--- src/rtl/mdio_master.sv ---
module mdio_master #(
  parameter int TIMEOUT_CYC = 30000
) (
  input  logic        clk,
  input  logic        rst_n,
  input  logic        wr_en,
  input  logic        wr_sel,
  input  logic [31:0] wr_data,
  output logic [31:0] ctrl_rdata,
  output logic [31:0] ext_rdata,
  output logic        mdc,
  output logic        mdio_o,
  output logic        mdio_oe,
  input  logic        mdio_i
);

  logic [15:0] data_q, xreg_q, rx_q;
  logic [4:0]  reg_q, dev_q;
  logic [2:0]  sel_q;
  logic        rd_q, nopre_q, start_q, busy_q, ap_q, ext_q;
  logic        cur_ext, cur_rd, in2, rd_frame;
  logic [6:0]  div_q, idx_q, half, last_idx, pre_off;
  logic [63:0] sh_q;

  function automatic logic [31:0] body(input logic [1:0] st, input logic [1:0] op,
                                       input logic [4:0] dev, input logic [15:0] d);
    return {st, op, 5'd0, dev, 2'b10, d};
  endfunction

  function automatic logic [63:0] packed_frame(input logic nopre, input logic [31:0] b);
    return nopre ? {b, 32'h0} : {32'hFFFF_FFFF, b};
  endfunction

  always_comb begin
    case (sel_q)
      3'd2:    half = 7'd3;
      3'd3:    half = 7'd4;
      3'd4:    half = 7'd5;
      3'd5:    half = 7'd16;
      3'd6:    half = 7'd32;
      3'd7:    half = 7'd64;
      default: half = 7'd2;
    endcase
  end

  assign last_idx = nopre_q ? 7'd31 : 7'd63;
  assign pre_off  = nopre_q ? 7'd0 : 7'd32;

  logic active, go_host, go_poll, l_ext, l_rd;
  logic [4:0]  l_reg;
  logic [31:0] first_body, second_body;
  assign active  = start_q | busy_q;
  assign go_host = start_q;
  assign go_poll = !active && ap_q && !(wr_en && !wr_sel);
  assign l_ext   = go_host & ext_q;
  assign l_rd    = go_host ? rd_q : 1'b1;
  assign l_reg   = go_host ? reg_q : 5'd1;
  assign first_body  = l_ext ? body(2'b00, 2'b00, dev_q, xreg_q)
                             : body(2'b01, l_rd ? 2'b10 : 2'b01, l_reg, data_q);
  assign second_body = body(2'b00, cur_rd ? 2'b11 : 2'b01, dev_q, data_q);

  logic unused_bits;
  assign unused_bits = ^{wr_data[31], wr_data[29]};

  always_ff @(posedge clk) begin
    if (!rst_n) begin
      data_q <= '0; xreg_q <= '0; rx_q <= '0; reg_q <= '0; dev_q <= '0; sel_q <= '0;
      rd_q <= 1'b0; nopre_q <= 1'b0; start_q <= 1'b0; busy_q <= 1'b0; ap_q <= 1'b0;
      ext_q <= 1'b0; cur_ext <= 1'b0; cur_rd <= 1'b0; in2 <= 1'b0; rd_frame <= 1'b0;
      div_q <= '0; idx_q <= '0; sh_q <= '0; mdc <= 1'b0;
    end else begin
      if (wr_en && !wr_sel) begin
        if (active) ap_q <= ap_q & wr_data[28];
        else begin
          data_q  <= wr_data[15:0];
          reg_q   <= wr_data[20:16];
          rd_q    <= wr_data[21];
          nopre_q <= wr_data[22];
          start_q <= wr_data[23];
          sel_q   <= wr_data[26:24];
          ap_q    <= wr_data[28];
          ext_q   <= wr_data[30];
        end
      end
      if (wr_en && wr_sel && !active) begin
        dev_q  <= wr_data[20:16];
        xreg_q <= wr_data[15:0];
      end
      if (start_q) start_q <= 1'b0;
      if (go_host || go_poll) begin
        busy_q   <= 1'b1;
        cur_ext  <= l_ext;
        cur_rd   <= l_rd;
        in2      <= 1'b0;
        rd_frame <= !l_ext && l_rd;
        sh_q     <= packed_frame(nopre_q, first_body);
        idx_q    <= '0;
        div_q    <= '0;
        mdc      <= 1'b0;
      end else if (busy_q) begin
        if (div_q == half - 7'd1) begin
          div_q <= '0;
          mdc   <= !mdc;
          if (!mdc) begin
            if (rd_frame && idx_q >= pre_off + 7'd16) rx_q <= {rx_q[14:0], mdio_i};
          end else if (idx_q == last_idx) begin
            if (cur_ext && !in2) begin
              in2      <= 1'b1;
              rd_frame <= cur_rd;
              sh_q     <= packed_frame(nopre_q, second_body);
              idx_q    <= '0;
            end else begin
              busy_q <= 1'b0;
              if (cur_rd) data_q <= rx_q;
            end
          end else begin
            idx_q <= idx_q + 7'd1;
            sh_q  <= {sh_q[62:0], 1'b0};
          end
        end else begin
          div_q <= div_q + 7'd1;
        end
      end
    end
  end

  assign mdio_o  = busy_q & sh_q[63];
  assign mdio_oe = busy_q && !(rd_frame && idx_q >= pre_off + 7'd14);
  assign ctrl_rdata = {1'b0, ext_q, 1'b0, ap_q, busy_q, sel_q, start_q, nopre_q, rd_q, reg_q, data_q};
  assign ext_rdata  = {11'd0, dev_q, xreg_q};

  int busy_cnt;
  always_ff @(posedge clk) begin
    if (!rst_n || !busy_q) busy_cnt <= 0;
    else busy_cnt <= busy_cnt + 1;
  end

  a_r2_go_clears: assert property (@(posedge clk) disable iff (!rst_n)
    start_q |=> !start_q);
  a_r2_go_to_busy: assert property (@(posedge clk) disable iff (!rst_n)
    start_q |=> busy_q);
  a_r1_idle_quiet: assert property (@(posedge clk) disable iff (!rst_n)
    !busy_q |-> (!mdio_oe && !mdc));
  a_r10_fields_hold: assert property (@(posedge clk) disable iff (!rst_n)
    (busy_q && $past(busy_q)) |-> $stable(ctrl_rdata[26:0]));
  a_r11_window: assert property (@(posedge clk) disable iff (!rst_n)
    busy_q |-> busy_cnt < TIMEOUT_CYC);
  a_r12_hold_high: assert property (@(posedge clk) disable iff (!rst_n)
    (mdc && $past(mdc)) |-> ($stable(mdio_o) && $stable(mdio_oe)));

endmodule

--- config.mk ---
export PLATFORM = sky130hd
export DESIGN_NAME = mdio_master
export DESIGN_NICKNAME = d
export VERILOG_FILES = /design/src/rtl/mdio_master.sv
export SDC_FILE = /design/constraint.sdc
export NUM_CORES = 1
export LEC_CHECK = 0
export ABC_AREA = 1
export BUFFER_PORTS_ARGS = -buffer_cell sky130_fd_sc_hd__buf_2
export CAP_MARGIN = 20
export CORE_ASPECT_RATIO = 1.2
export CORE_MARGIN = 8
export CORE_UTILIZATION = 50
export DETAILED_ROUTE_END_ITERATION = 10
export PLACE_DENSITY = 0.82
export SLEW_MARGIN = 25
export SYNTH_ARGS = -nofsm -noshare
export SYNTH_HDL_FRONTEND = slang
export SYNTH_SLANG_ARGS = --single-unit
--- constraint.sdc ---
create_clock -name clk -period 6 [get_ports clk]
set_input_delay 0 -clock clk [delete_from_list [all_inputs] [get_ports clk]]
set_output_delay 0 -clock clk [all_outputs]
set_load 0.01 [all_outputs]
==> metrics, run 1 <==
status=completed; Setup Buffers After CTS=0; routability cong.=0.873; adder-cell share of the synthesized area=less than 1%; Peak VDD IR=approximately 0.17 mV; hold depth=6; largest family of logic cells by synthesized area=simple AND/OR/NAND/NOR gates; Cell Area, Synth=between 7000 and 8000 um2; sequential area share after synthesis=between 30% and 40%; post-route ant nets=0; critical path class=flip-flop to flip-flop; R2R setup slack=between 2 and 3 ns; CTS H-tree depth=4; register area=around 3000 um2; Final Non-Filler Cells=between 1500 and 2000; Clock transition at path regs=about 0.06 ns; unique cell type count in the Yosys netlist=40; Achievable Freq=between 0.2 and 0.3 GHz; clock sink count=150; final worst setup slack=between 2 and 3 ns; share of the synthesized area in the top cell type=approximately 38%; Final Setup Violations=0; fill count=roughly 1400; Hold Crit Endpoint=reg_q[1]$_SDFFE_PN0P_; gr ovfl total=0; Final Critical Period=about 3.4 ns; Boundary Pins=approximately 100; Detail Placement HPWL=approximately 15000 um; max cap viols=0; initial antenna violation count=0; Routed wire per std cell=14.9 um; max-slew violation count=0; Die ar.=around 20000 um2; crit path launch=idx_q[5]$_SDFFE_PP0P_; Gate Count Post-Synth=1262; Starting Density=between 50% and 60%; R2R depth=13; final hold violations=0; # nets final=around 1400; drt total wl=between 20000 and 25000 um; Mapped Avg Cell Area=6.31 um2; core footprint=roughly 16000 um2; yosys warns=0; gr usage total=between 20% and 30%; CP Launch Type=flip-flop; TritonRoute pass-1 iters=7; Compound-Gate Fraction of Synth Area=between 10% and 20%; power per cell area=around 280 nW/um2; Syn-to-layout area delta=15.8%; Total Power=2.59 mW; PortBufs=slightly below 90; vias per cell=roughly 5.4; post-route clock period utilization=a little under three fifths; multi-input logic area=a little over 4000 um2; layout cells sized above 1=between 10% and 20%; post-synthesis sequential element count=150; Hold WC Path Type=input port to flip-flop; largest area contributor in the netlist=dfxtp_1; Synth area leaders=dfxtp_1 38%, nand2_1 17%, nor2_1 12%; Starting DRT DRC Count=roughly 890; Remaining DRCs=0; Req. time, crit path=between 6 and 7 ns; pre-CTS WS=approximately 2.6 ns; Pleak=roughly 4.3 nW; first-pass GRT wire length=approximately 38000 um; setup TNS=0 ns; number of global-route vias before repair=7631; worst relative slew slack=32.4%; Reg2Reg Launch Point=idx_q[5]$_SDFFE_PP0P_; Synth Area in XOR/XNOR=0.989%; Die Span Y=154 um; largest net degree at the start of global routing=100; worst skew pair latency=0.43 ns; CTS tree=yes; Synth Area in Simple Gates=a little under two fifths; cts bufs inserted=17; Critical Path Sink Type=flip-flop; CTS Buffer Depth=2; Slew @ Worst Pin=between 1 and 1.5 ns; post-synthesis mux area share=0%; via count=about 8300; crit path DAT=3.80 ns; Setup Skew=approximately 0.0074 ns; number of core rows=50; placed cells=about 1500; Hold Crit Start=wr_sel; Crit Path Max Fanout=38; FF-to-FF End=sh_q[63]$_SDFFE_PN0P_; clk root buf=clkbuf_16; die width=131 um; RSZ-0062 raised after global routing=no
placed cells by master (no fill, tap or decap), types with 4 or more instances in the layout:
cell type and count:
clkinv_2 5, clkbuf_16 17, dlygate4sd3_1 33, inv_2 5, o21ai_0 96, clkbuf_8 4
nand3_2 4, nor2_1 263, buf_2 86, xor2_1 8, buf_4 7, a21oi_1 54
inv_1 107, dfxtp_1 150, o22ai_1 7, conb_1 13, o211ai_1 6, nor3_1 9
nor2_4 5, ha_1 6, nand3_1 30, nand4_1 32, nand2_1 357
routing by layer:
layer	vias up	GRT usage (%)	part of all wire (%)
li1	4079	-	-
met1	3777	26.8	41
met2	384	35.7	47
met3	81	4.67	8.1
met4	0	14.9	4.3
met5	-	0	0
report_power, final:
group | switching (mW) | leakage [nW] | internal (mW)
sequential | 0.0451 | 1.22 | 1.05
combinational | 0.250 | 2.82 | 0.133
clock | 0.417 | 0.303 | 0.695
Yosys cell counts, drive strengths merged:
cell type  number
and3            3
dfxtp         150
nor4            1
o21ai          97
o221ai          3
inv           112
nand4          33
o21a            1
a32oi           1
o2111ai         1
a21oi          54
conb            1
xnor2           1
nand3b          2
clkbuf         29
nand3          35
nor3            9
o22ai           7
a22oi           2
o221a           1
xor2            8
nor2          271
o211ai          6
a311oi          1
buf            60
clkinv          3
or2             2
ha              6
nand2         362
worst max-delay path, cell delays in order, from the launching register on:
cell      delay (ns)
dfxtp_1         0.40
ha_1            0.27
nand2_1         0.10
nor2_1          0.06
nand2_1         0.41
clkinv_1        0.47
nor2_2          0.20
buf_4           0.40
inv_2           0.27
nand2_1         0.31
o21ai_0         0.18
nand2_1         0.10
nand2_1         0.06
nor2_1          0.11
worst max-delay path by stage:
stage,endpoint,slack [ns],cells after the start
floorplan,sh_q[21]$_SDFFE_PN0P_,3.52,15
global placement,sh_q[34]$_SDFFE_PN0P_,2.65,17
detailed placement,sh_q[20]$_SDFFE_PN0P_,2.55,17
CTS,sh_q[41]$_SDFFE_PN0P_,2.47,17
global route,sh_q[63]$_SDFFE_PN0P_,2.34,13
finish,sh_q[63]$_SDFFE_PN0P_,2.57,13
area by class of cell:
cell class                      count  area share (%)
Antenna cell                        1          0.0271
Clock buffer                       23            5.29
Clock inverter                      9            1.33
Inverter                          115            4.68
Multi-Input combinational cell    920            44.5
Sequential cell                   150            32.5
Tap cell                          208            2.82
Timing Repair Buffer              126            8.81
metrics by stage:
stage | hold slack (ns) | instance area [um2] | utilization [%]
6_report | 0.265 | 9230 | 59.3
5_1_grt | 0.349 | 9230 | 59.2
4_1_cts | 0.299 | 9220 | 59.2
3_5_place_dp | 0.234 | 8270 | 53.1
3_3_place_gp | 0.224 | 8270 | 53.1
2_1_floorplan | 0.128 | 8010 | -
cells by family after synthesis:
| logic type | count (synthesis) |
|---|---|
| flip-flops | 150 |
| AND/OR/NAND/NOR | 718 |
| other | 1 |
| adder cells (fa/ha/maj) | 6 |
| AO/OA/AOI/OAI | 174 |
| XOR/XNOR | 9 |
| buffers and inverters | 204 |
timing repair:
action | 4_1_cts | 5_1_grt
hold buffers | 33 | 0
resized for setup | 0 | 0
hold endpoints to repair | 58 | 0
state kept, by name (all words and copies together) (netlist names), 3 cells and up:
signal / count
xreg_q: 16
idx_q: 7
reg_q: 5
data_q: 16
rx_q: 16
dev_q: 5
div_q: 7
sel_q: 3
sh_q: 64
Note: power is estimated with default switching activity, not from simulation.
==> run 2: changes to the inputs <==
- PLACE_DENSITY: 0.82 -> 0.84
- clock period: 6 -> 2.98 ns (I/O delays scaled with it)
==> run 2 against run 1 <==
- sequential power rose by 100%
- final cell count grew 1.0%
- die area unchanged
- wire length barely moved
- setup slack got worse by 2.3 ns
- global-route usage fell by 0.36 points
- sequential share of layout area decreased by 0.49 points
- maximum frequency is 28% higher
- via count fell by 0.48%
- non-clock buffer count rose by 14
- clock skew is essentially flat
- critical endpoint is now sh_q[37]$_SDFFE_PN0P_
- largest cell class unchanged
- largest power group unchanged
- highest routed layer unchanged
==> metrics, run 2 (synthesis results as in run 1) <==
Hold WC Path Type=input port to flip-flop; register area=between 3000 and 4000 um2; most frequent cells in the layout=357 x nand2_1, 263 x nor2_1, 148 x dfxtp_1; core footprint=15600 um2; Final Critical Period=between 2 and 3 ns; PortBufs=87; instance area at placement=8400 um2; clk root buf=clkbuf_16; Achievable Freq=0.372 GHz; Setup Buffers After CTS=0; status=completed; post-route clock period utilization=around 90%; hold depth=3; Most common cell on crit path=nand2_1; CTS H-tree depth=4; Syn-to-layout area delta=17.7%; setup TNS=0 ns; Remaining DRCs=0; layout cells sized above 1=12.2%; R2R setup slack=0.29 ns; Starting DRT DRC Count=821; number of core rows=50; CTS Buffer Depth=2; Die Span Y=around 150 um; TritonRoute pass-1 iters=6; max cap viols=0; CP endpoint=sh_q[37]$_SDFFE_PN0P_; Critical-path top delay cell=dfxtp_2; # nets final=between 1000 and 1500; Routed wire per std cell=~15 um; Boundary Pins=roughly 100; gr usage total=~22%; Setup Skew=0.00749 ns; via count=just over 8000; fin area=9380 um2; multi-input logic area=4090 um2; Starting Density=51.1%; largest register by flop count=sh_q; drt total wl=roughly 23000 um; initial antenna violation count=3; Detail Placement HPWL=about 15000 um; power per cell area=565 nW/um2; Peak VDD IR=0.352 mV; crit path launch=sel_q[1]$_SDFFE_PN0P_; R2R depth=14; cts bufs inserted=17; post-route ant nets=0; crit-path cells=inv_1 > nand2_1 > nand3_2 > ha_1 > ha_1 > xor2_1 > nand3_2 > nor2_4 > nand4_4 > nand2_2 > buf_12 > nand2_1 > nand2_1 > nor2_1; max-slew violation count=0; largest net degree at the start of global routing=77; critical path class=flip-flop to flip-flop; number of global-route vias before repair=between 7000 and 8000; FF-to-FF End=sh_q[37]$_SDFFE_PN0P_; CTS tree=yes; commonest non-fill, non-tap cell in the layout=nand2_1; final hold violations=0; die width=between 100 and 150 um; routability cong.=between 0.9 and 1; Clock transition at path regs=0.06 ns; worst skew pair latency=between 0.4 and 0.5 ns; max reg flops=64; first-pass GRT wire length=about 37000 um; Pleak=between 4 and 5 nW; crit path DAT=around 3 ns; Die ar.=20200 um2; Reg2Reg Launch Point=sel_q[1]$_SDFFE_PN0P_; CP Launch Type=flip-flop; Critical Path Sink Type=flip-flop; max incr delay on CP=about 0.4 ns; Req. time, crit path=3.30 ns; RSZ-0062 raised after global routing=no; gr ovfl total=0; Final Setup Violations=0; Slew @ Worst Pin=slightly below 0.8 ns; Crit Path Max Fanout=32; clock sink count=150; vias per cell=roughly 5.3; worst relative slew slack=47.6%; fill count=roughly 1400
run 2: cell types whose count changed in the layout (fill, tap and decap cells not counted), moves of 2 or more:
cell and change:
buf_4 +12, dfxtp_2 +2, dfxtp_1 -2, buf_12 +2, diode_2 +2
run 2: stage by stage:
step	instances	hold slack [ns]	total power, mW	utilization, %	setup WS (ns)
3_3_place_gp	1500	0.223	2.95	53.9	0.324
2_1_floorplan	1274	0.128	2.78	-	0.504
3_5_place_dp	1500	0.239	2.97	53.9	0.271
4_1_cts	1564	0.0136	5.28	60.0	0.218
5_1_grt	1568	0.0721	5.48	60.2	0.0569
6_report	1568	0.0534	5.30	60.2	0.291
run 2: cell type report:
type / instances / share of cell area [%]
Timing Repair Buffer: 140 / 10.2
Clock buffer: 23 / 5.10
Multi-Input combinational cell: 920 / 43.6
Tap cell: 208 / 2.77
Inverter: 115 / 4.60
Antenna cell: 3 / 0.0800
Clock inverter: 9 / 1.57
Sequential cell: 150 / 32.0
run 2: worst min path at each step:
| stage | startpoint | end | slack (ns) |
|---|---|---|---|
| 3_3_place_gp | wr_data[21] | rd_q$_SDFFE_PN0P_ | 0.22 |
| 3_5_place_dp | wr_data[23] | go_host$_SDFF_PP0_ | 0.24 |
| 4_1_cts | wr_en | ap_q$_SDFFE_PN0P_ | 0.01 |
| 6_report | wr_en | ap_q$_SDFFE_PN0P_ | 0.05 |
| 5_1_grt | wr_en | ap_q$_SDFFE_PN0P_ | 0.07 |
| 2_1_floorplan | wr_data[23] | go_host$_SDFF_PP0_ | 0.13 |
run 2: worst max-delay path: cells and delay by family (launching register included):
family	cells	cell delay (ns)
XOR/XNOR	1	0.19
adder cells (fa/ha/maj)	2	0.55
buffers and inverters	2	0.31
flip-flops	1	0.40
AND/OR/NAND/NOR	9	1.13
run 2: repair_timing:
item,CTS,global route
endpoints found under the hold margin,42,0
endpoints found under the setup margin,0,30
gates resized for setup,0,2
hold buffers,32,0
run 2: per-layer routing:
layer	wire length, um	up-vias	GRT usage [%]
met2	10900	364	36.6
met5	0	-	0
met4	893	0	11.7
met1	9610	3735	26.3
li1	-	4108	-
met3	1710	74	4.34
run 2: power breakdown:
part           internal (mW)  switching (mW)  leakage, nW
Sequential              2.11          0.0855         1.22
Combinational          0.284           0.511         2.90
Clock                   1.46           0.838        0.307
==> run 3: changes to the inputs <==
--- a/constraint.sdc
+++ b/constraint.sdc
@@ -3,2 +3,2 @@
 set_output_delay 0 -clock clk [all_outputs]
-set_load 0.01 [all_outputs]
+set_load 0.02 [all_outputs]
==> run 3 against run 2 <==
- first-iteration DRC count shrank 2.9%
- clock skew is essentially flat
- largest power group is now registers
- total power shrank 7.3%
- core utilization shrank 1.0 points
- global-route usage grew 0.27 points
- die area is the same
- critical endpoint is now sh_q[5]$_SDFFE_PN0P_
==> metrics, run 3 (synthesis results as in run 1) <==
first-pass GRT wire length=37400 um; cts bufs inserted=17; CTS tree=yes; R2R setup slack=~0.33 ns; Most common cell on crit path=nand2_1; RSZ-0062 raised after global routing=no; layout cells sized above 1=a little under an eighth; number of core rows=50; Achievable Freq=0.377 GHz; crit-path cells=inv_1 > nand2_1 > nand3_2 > ha_1 > ha_1 > inv_1 > nand2_1 > nand2_1 > nand2_1 > nand2_1 > nand2_1 > nor2_4 > nand4_4 > nand2_2 > buf_12 > nand2_1 > nand2_1 > nor2_1; number of global-route vias before repair=between 7000 and 8000; Starting DRT DRC Count=~800; Hold WC Path Type=input port to flip-flop; gr ovfl total=0; FF-to-FF End=sh_q[5]$_SDFFE_PN0P_; Setup Buffers After CTS=0; Detail Placement HPWL=14900 um; max incr delay on CP=roughly 0.4 ns; crit path launch=sel_q[1]$_SDFFE_PN0P_; Peak VDD IR=0.394 mV; CP Launch Type=flip-flop; largest net degree at the start of global routing=a little under 80; Req. time, crit path=3.30 ns; final worst setup slack=0.330 ns; setup TNS=0 ns; clk root buf=clkbuf_16; Slew @ Worst Pin=0.757 ns; vias per cell=~5.3; Remaining DRCs=0; Clock transition at path regs=approximately 0.06 ns; Setup Skew=0.00708 ns; worst relative slew slack=between 40% and 50%; critical path class=flip-flop to flip-flop; routability cong.=around 0.91; worst skew pair latency=roughly 0.43 ns; clock sink count=150; largest register by flop count=sh_q; drt total wl=23000 um; Die ar.=~20000 um2; status=completed; crit path DAT=~3.0 ns; Starting Density=51.1%; # nets final=roughly 1400; Critical Path Sink Type=flip-flop; Reg2Reg Launch Point=sel_q[1]$_SDFFE_PN0P_; most frequent cells in the layout=357 x nand2_1, 263 x nor2_1, 148 x dfxtp_1; max reg flops=between 60 and 70; Crit Path Max Fanout=between 60 and 70; Final Setup Violations=0; max cap viols=0; CP top delay family=simple AND/OR/NAND/NOR gates; cell count along the critical path=18; die width=roughly 130 um; core footprint=around 16000 um2; Final Critical Period=2.65 ns; final hold violations=0; pre-CTS WS=~0.26 ns; PortBufs=87; R2R depth=18; initial antenna violation count=0; CTS H-tree depth=4; fin area=just over 9000 um2; post-route ant nets=0; power per cell area=between 500 and 600 nW/um2; post-route clock period utilization=88.9%; Syn-to-layout area delta=15.8%; CTS Buffer Depth=2; instance area at placement=around 8400 um2; max-slew violation count=0; Routed wire per std cell=between 10 and 15 um; commonest non-fill, non-tap cell in the layout=nand2_1; crit path buf inv count=3; Pleak=about 4.4 nW; Die Span Y=about 150 um; Critical-path top delay cell=dfxtp_2; gr usage total=between 20% and 30%; via count=slightly above 8000; Boundary Pins=104; TritonRoute pass-1 iters=5; CP endpoint=sh_q[5]$_SDFFE_PN0P_
[run 3: repair_timing]
item,4_1_cts,5_1_grt
endpoints found under the hold margin,42,0
endpoints found under the setup margin,0,41
resized for setup,0,2
hold buffers,32,0
[run 3: cell type report]
type	instances	area [um2]
fillers	1384	6350
multi-input cells	920	4090
flip-flops and latches	150	3010
repair buffers	139	933
clock buffers	23	468
inverters	115	432
well taps	208	260
clock inverters	6	30.0
diodes	2	5.00
[run 3: stage by stage]
stage	utilization, %	power (mW)	hold WS (ns)	std cells
detailed placement	53.9	3.02	0.232	1500
global placement	53.9	3.00	0.223	1500
finish	59.2	4.91	0.0303	1563
CTS	59.2	4.91	0.0175	1561
floorplan	-	2.82	0.128	1274
global route	59.2	5.12	0.0444	1561
[run 3: per-layer routing]
metal  part of all wire (%)  up-vias  track usage [%]
met3                    7.4       92             4.89
met5                      0        -                0
met4                    5.2        0             15.0
met1                     40     3642             25.9
met2                     47      381             36.2
li1                       -     4097                -
[run 3: worst register-to-register path: cells and delay by family (launching register included)]
family	cells	cell delay [ns]
fa+ha+maj	2	0.47
flops	1	0.40
simple gates	13	1.24
buf+inv	3	0.44
[run 3: how the worst min path moves through the flow]
| stage | endpoint | cells after the start | startpoint | slack (ns) |
|---|---|---|---|---|
| floorplan | go_host$_SDFF_PP0_ | 2 | wr_data[23] | 0.13 |
| global placement | rd_q$_SDFFE_PN0P_ | 3 | wr_data[21] | 0.22 |
| detailed placement | go_host$_SDFF_PP0_ | 3 | wr_data[23] | 0.23 |
| CTS | ap_q$_SDFFE_PN0P_ | 3 | wr_en | 0.02 |
| global route | ap_q$_SDFFE_PN0P_ | 3 | wr_en | 0.04 |
| finish | ap_q$_SDFFE_PN0P_ | 3 | wr_en | 0.03 |
[run 3: power by group]
group / leakage [nW] / internal [mW] / switching (mW)
logic: 2.89 / 0.280 / 0.550
registers: 1.22 / 2.11 / 0.0856
clock network: 0.252 / 1.08 / 0.797
total: 4.36 / 3.48 / 1.43
